$ cat src/rtl/flash_prog_ctl.sv
module flash_prog_ctl #(
  parameter int AW = 12,
  parameter logic [31:0] KEY_A = 32'h4567_0123,
  parameter logic [31:0] KEY_B = 32'hCDEF_89AB
) (
  input  logic          clk,
  input  logic          rst_n,
  input  logic          bus_en,
  input  logic          bus_we,
  input  logic          bus_win,
  input  logic [AW-1:0] bus_addr,
  input  logic [31:0]   bus_wdata,
  output logic [31:0]   bus_rdata,
  output logic [AW-1:0] fl_addr,
  input  logic [15:0]   fl_rdata,
  output logic [15:0]   fl_wdata,
  output logic          fl_prog,
  input  logic          fl_done,
  output logic          irq,
  output logic          obl_req,
  output logic          sys_rst_req
);
  localparam logic [AW-1:0] OFS_KEY  = AW'(4);
  localparam logic [AW-1:0] OFS_OKEY = AW'(8);
  localparam logic [AW-1:0] OFS_SR   = AW'(12);
  localparam logic [AW-1:0] OFS_CR   = AW'(16);
  localparam logic [31:0]   CR_RW    = 32'h0000_1477;
  localparam logic [15:0]   BLANK    = 16'hFFFF;

  typedef enum logic [1:0] {S_IDLE, S_CHECK, S_PROG, S_WAIT} st_t;

  st_t         st;
  logic [31:0] cr_q;
  logic        lock, lk_step, lk_dead;
  logic        optwre, ok_step, ok_dead;
  logic        pgerr, wrperr, eop, obl_q;
  logic [AW-1:0] tgt_addr;
  logic [15:0]   tgt_data;

  wire reg_wr  = bus_en & bus_we & ~bus_win;
  wire win_wr  = bus_en & bus_we & bus_win;
  wire cr_wr   = reg_wr & (bus_addr == OFS_CR);
  wire sr_wr   = reg_wr & (bus_addr == OFS_SR);
  wire key_wr  = reg_wr & (bus_addr == OFS_KEY);
  wire okey_wr = reg_wr & (bus_addr == OFS_OKEY);
  wire cr_open = cr_wr & ~lock;
  wire busy    = (st != S_IDLE);
  wire pg      = cr_q[0];
  wire start   = win_wr & pg & ~lock & ~busy;
  wire wp_hit  = win_wr & pg & lock;
  wire blank   = (fl_rdata == BLANK);

  assign fl_addr     = tgt_addr;
  assign fl_wdata    = tgt_data;
  assign fl_prog     = (st == S_PROG);
  assign obl_req     = obl_q;
  assign sys_rst_req = obl_q;
  assign irq = (cr_q[12] & eop) | (cr_q[10] & (pgerr | wrperr));

  always_ff @(posedge clk or negedge rst_n) begin
    if (!rst_n) begin
      st       <= S_IDLE;
      tgt_addr <= '0;
      tgt_data <= '0;
    end else begin
      case (st)
        S_IDLE: if (start) begin
          st       <= S_CHECK;
          tgt_addr <= bus_addr;
          tgt_data <= bus_wdata[15:0];
        end
        S_CHECK: st <= blank ? S_PROG : S_IDLE;
        S_PROG:  st <= S_WAIT;
        default: if (fl_done) st <= S_IDLE;
      endcase
    end
  end

  always_ff @(posedge clk or negedge rst_n) begin
    if (!rst_n) begin
      pgerr  <= 1'b0;
      wrperr <= 1'b0;
      eop    <= 1'b0;
    end else begin
      pgerr  <= ((st == S_CHECK) & ~blank) | (pgerr & ~(sr_wr & bus_wdata[2]));
      wrperr <= wp_hit | (wrperr & ~(sr_wr & bus_wdata[4]));
      eop    <= ((st == S_WAIT) & fl_done) | (eop & ~(sr_wr & bus_wdata[5]));
    end
  end

  always_ff @(posedge clk or negedge rst_n) begin
    if (!rst_n) begin
      lock    <= 1'b1;
      lk_step <= 1'b0;
      lk_dead <= 1'b0;
    end else if (cr_open & bus_wdata[7]) begin
      lock    <= 1'b1;
      lk_step <= 1'b0;
    end else if (key_wr & lock & ~lk_dead) begin
      if (!lk_step && bus_wdata == KEY_A) lk_step <= 1'b1;
      else if (lk_step && bus_wdata == KEY_B) begin
        lock    <= 1'b0;
        lk_step <= 1'b0;
      end else lk_dead <= 1'b1;
    end
  end

  always_ff @(posedge clk or negedge rst_n) begin
    if (!rst_n) begin
      optwre  <= 1'b0;
      ok_step <= 1'b0;
      ok_dead <= 1'b0;
    end else if (cr_open & ~bus_wdata[9]) begin
      optwre  <= 1'b0;
      ok_step <= 1'b0;
    end else if (okey_wr & ~lock & ~ok_dead) begin
      if (!ok_step && bus_wdata == KEY_A) ok_step <= 1'b1;
      else if (ok_step && bus_wdata == KEY_B) begin
        optwre  <= 1'b1;
        ok_step <= 1'b0;
      end else ok_dead <= 1'b1;
    end
  end

  always_ff @(posedge clk or negedge rst_n) begin
    if (!rst_n) begin
      cr_q  <= '0;
      obl_q <= 1'b0;
    end else begin
      if (cr_open) cr_q <= bus_wdata & CR_RW;
      obl_q <= cr_open & bus_wdata[13];
    end
  end

  always_comb begin
    bus_rdata = '0;
    if (bus_addr == OFS_CR)
      bus_rdata = cr_q | {22'd0, optwre, 1'b0, lock, 7'd0};
    else if (bus_addr == OFS_SR)
      bus_rdata = {26'd0, eop, wrperr, 1'b0, pgerr, 1'b0, busy};
  end

  a_r7_prog_only_blank: assert property (@(posedge clk) disable iff (!rst_n)
    fl_prog |-> $past(fl_rdata) == BLANK);
  a_r10_pgerr_sticky: assert property (@(posedge clk) disable iff (!rst_n)
    (pgerr && !(sr_wr && bus_wdata[2])) |=> pgerr);
  a_r10_eop_sticky: assert property (@(posedge clk) disable iff (!rst_n)
    (eop && !(sr_wr && bus_wdata[5])) |=> eop);
  a_r6_busy_ends_flagged: assert property (@(posedge clk) disable iff (!rst_n)
    $fell(busy) |-> (eop || pgerr));
  a_r12_obl_from_write: assert property (@(posedge clk) disable iff (!rst_n)
    obl_req |-> $past(cr_wr && bus_wdata[13]));
  a_r5_optwre_by_key: assert property (@(posedge clk) disable iff (!rst_n)
    $rose(optwre) |-> $past(okey_wr && bus_wdata == KEY_B));
  a_r8_target_held: assert property (@(posedge clk) disable iff (!rst_n)
    (busy && win_wr) |=> ($stable(fl_addr) && $stable(fl_wdata)));
  a_r9_locked_idle: assert property (@(posedge clk) disable iff (!rst_n)
    (lock && !busy) |=> !busy);
endmodule

$ cat config.mk
export PLATFORM = sky130hd
export DESIGN_NAME = flash_prog_ctl
export DESIGN_NICKNAME = d
export VERILOG_FILES = /design/src/rtl/flash_prog_ctl.sv
export SDC_FILE = /design/constraint.sdc
export NUM_CORES = 1
export LEC_CHECK = 0
export BUFFER_PORTS_ARGS = -buffer_cell sky130_fd_sc_hd__buf_2
export CAP_MARGIN = 15
export CORE_UTILIZATION = 48
export DETAILED_ROUTE_END_ITERATION = 8
export GPL_ROUTABILITY_DRIVEN = 0
export GPL_TIMING_DRIVEN = 1
export PLACE_DENSITY_LB_ADDON = 0.3
export SLEW_MARGIN = 20
export SYNTH_ARGS = -nofsm -noshare
export SYNTH_HDL_FRONTEND = slang
export SYNTH_SLANG_ARGS = --single-unit
$ cat constraint.sdc
create_clock -name clk -period 6.1 [get_ports clk]
set_input_delay 0 -clock clk [delete_from_list [all_inputs] [get_ports clk]]
set_output_delay 0 -clock clk [all_outputs]
set_load 0.01 [all_outputs]
==> results list <==
- IR drop worst, VDD: 0.000145 V
- For the worst setup path, the data arrival time is 3.00 ns.
- Summing the areas of all compound-gate instances in the mapped netlist gives 6.16% of the synthesized area.
* HP Class: input port to flip-flop
* Routed via count: 2051
- Metal2 WL: 3130 µm
* Number of antenna-violating nets in the routed design: 0
- Type of the worst setup path: input port to flip-flop
* Maximum clock frequency: 357 MHz
- In this run the core area contains 25 standard-cell rows.
- Estimated wirelength of the detail-placed design: 4190 µm
* Startpoint of the lowest-slack hold path: bus_addr[2]
- Count of inserted antenna diode cells: 0
- TritonCTS created 5 clock buffers.
- The first detailed-routing pass ran for 4 iterations.
* Leakage dissipation: 1.77 nW
* Clock root buffer master: sky130_fd_sc_hd__clkbuf_8
- Total Neg Setup Slack: 0 ns
* Final wirelength: 5820 µm
- RSZ-0062 raised after global routing: no
* Full die area: 5320 µm²
* # nets final: 407
- The number of different library cells used by synthesis comes to 41.
- Total GRT Usage: 23.3%
- Die Span Y: 72.9 µm
- Setup skew after layout: 0.00763 ns
- CTS H-Tree Depth: 2
- Worst-path fanout max: 12
- Post-synthesis sequential element count: 48
- Shortest period the worst path allows: 2.80 ns
- After global routing the overflow that remains totals 0.
- Headroom to the max-slew limit came out at 36.6%.
- Sequential element share of the synthesized area: 49.8%
- 130 I/O pins were placed.
- After detailed routing, the average wire length per cell comes to 14.2 µm.
- CTS clk-pin slew, worst paths: 0.09 ns
* TritonCTS clock tree: done
- Worst skew pair latency: 0.30 ns
- In the synthesized netlist, mux cells make up 16.8% of the area.
- Final Cycle Share: 45.9%
- Timing analysis after detailed placement gives a worst setup slack of 3.59 ns.
- Measured along the x axis, the die boundary spans 72.9 µm.
- Average vias per placed instance: 5.01
* Run status: completed
- For the pin with the worst max-slew slack, the measured transition is 0.944 ns.
- Detailed router's first-iteration violation count: 50
* Final number of max-transition violations: 0
- Area of the mapped netlist: 2420 µm²
* Hold buffer count at cts: 27
* Start point of the critical path: bus_addr[6]
- The area growth from synthesis to layout is 36.9%.
- # setup viols final: 0
* Xor-xnor portion of the synthesized cell area: 0%
* Top routing layer used: met4
- After detailed routing, the number of remaining DRC violations is 0.
- Pin count of the biggest net entering global routing: 49
* Setup slack after layout: 3.30 ns
- Number of instances in the synthesized netlist: 206
* Total count of hold-check failures in the final report: 0
* Combinational family with the most area after synthesis: simple AND/OR/NAND/NOR gates
- After detailed routing, the wire length on met1 is 2340 µm.
- Total number of yosys warnings: 0
* Initial antenna violation count: 0
* Share of post-route cells with drive strength above 1: 48.5%
* Clock sink count: 48
- Power density over the cells: 175 nW/µm²
- The worst setup path is captured at a flip-flop.
- Count of input and output buffers: 107
- The first global-routing pass estimated 9330 µm of wire.
- In this run, post-CTS repair resized a total of 0 instances.
* Initial Utilization: 50.5%
* CP startpoint kind: input port
- Maximum count of clock buffers along a single path: 2
- Vias in the first global route: 1965
- Routed wl met3: 313 µm
* Launch instance of the worst register-to-register path: cr_q[0]
* Required time worst endpoint: 6.29 ns
* Buffer count from post-CTS setup fixing: 0
- After Yosys synthesis, and, or, nand and nor cells account for 18.3% of the synthesized area.
- Area of the core: 4790 µm²
- Max-cap violations in this run came to 0.
* Mean area per synthesized cell: 11.7 µm²
- The synthesized netlist devotes 0% of its cell area to adder and majority cells.
flip-flops by register name, indices dropped and copies added (netlist names):
register,count
fl_wdata,16
fl_addr,12
cr_q,8
st,2
eop,1
lk_dead,1
lk_step,1
lock,1
obl_req,1
ok_dead,1
ok_step,1
optwre,1
pgerr,1
wrperr,1
final timing paths:
path | to | slack [ns] | cells past startpoint
worst max-delay path | cr_q[2] | 3.30 | 6
worst min-delay path | fl_addr[2] | 0.009 | 2
worst max register to register | fl_addr[7] | 3.90 | 4
worst min register to register | optwre | 0.49 | 1
max in group asynchronous | lk_dead | 5.46 | 2
min in group asynchronous | fl_addr[1] | 0.24 | 2
synth_stat cells, drive strengths merged:
master  instances  share of area, %
a21o            1              0.31
a21oi           3              0.62
a22o            4               1.4
a32o            1              0.41
and2            6               1.6
and3            1              0.26
and4            1              0.36
buf            25               7.6
clkbuf          3              0.47
conb            1              0.16
dfrtp          47                49
dfstp           1               1.1
inv             5              0.78
mux2           36                17
nand2          15               2.3
nand3           4               1.0
nand4           9               2.6
nand4b          2              0.73
nor2            4              0.62
nor2b           1              0.26
nor3            2              0.41
nor3b           1              0.31
nor4            9               3.4
nor4b           2              0.73
nor4bb          1              0.41
o21ai           5               1.0
o21bai          2              0.62
o22a            1              0.41
o31ai           3              0.93
o32ai           1              0.36
or2             1              0.26
or3             1              0.31
or3b            2              0.73
or4             3               1.2
or4b            2              0.83
through the flow:
| step | utilization (%) | cell area, µm² | cells | power, mW | hold slack [ns] |
|---|---|---|---|---|---|
| after floorplan | - | 2490 | 227 | 0.348 | -0.296 |
| after global placement | 61.4 | 2940 | 374 | 0.370 | 0.235 |
| after detailed placement | 61.4 | 2940 | 374 | 0.371 | 0.243 |
| after CTS | 69.0 | 3300 | 409 | 0.583 | 0.00256 |
| after global routing | 69.1 | 3310 | 409 | 0.600 | 0.0198 |
| final | 69.1 | 3310 | 409 | 0.580 | 0.00928 |
critical path, stage by stage:
cell and delay (ns):
sky130_fd_sc_hd__dlygate4sd3_1 0.55, sky130_fd_sc_hd__buf_2 0.14, sky130_fd_sc_hd__or4_4 0.56, sky130_fd_sc_hd__nor4_2 0.79, sky130_fd_sc_hd__nand2_1 0.53, sky130_fd_sc_hd__mux2_2 0.42
layer usage:
metal  vias up  global-route usage [%]
met4         0                    4.58
met1       986                    29.0
met3         4                    4.56
met5         -                       0
met2        83                    42.1
li1        978                       -
power by group:
part,internal (mW),leakage (nW),switching (mW),total [mW]
Combinational,0.0301,1.06,0.0303,0.0604
Clock,0.0919,0.0434,0.109,0.201
Sequential,0.318,0.662,0.000313,0.319
layout make-up:
type                       count  area [µm²]
tap                           67        83.8
multi-input combinational    146        1090
timing repair buffer         135         816
sequential                    48        1200
clock buffer                   6        82.6
inverter                       5        18.8
clock inverter                 2        15.0
fill                         380        1480
cells in the final DEF, fill, tap and decap left out, drive strengths merged, types with 2 or more instances in the layout:
cell,Yosys,layout
a21oi,3,3
nor4b,2,2
nand4,9,9
nand2,15,15
inv,5,5
dfrtp,47,47
conb,1,22
nor3,2,2
or3b,2,2
clkbuf,3,6
and2,6,6
or4b,2,2
o31ai,3,3
mux2,36,36
o21ai,5,5
dlygate4sd3,0,27
nand4b,2,2
o21bai,2,2
nand3,4,4
nor4,9,9
clkinvlp,0,2
a22o,4,4
buf,25,108
nor2,4,4
or4,3,3
logic make-up after synthesis:
| kind of cell | after synthesis |
|---|---|
| flip-flops | 48 |
| other | 1 |
| multiplexers | 36 |
| buffers and inverters | 33 |
| AO/OA/AOI/OAI | 21 |
| AND/OR/NAND/NOR | 67 |
Power figures use the tool's default switching activity.
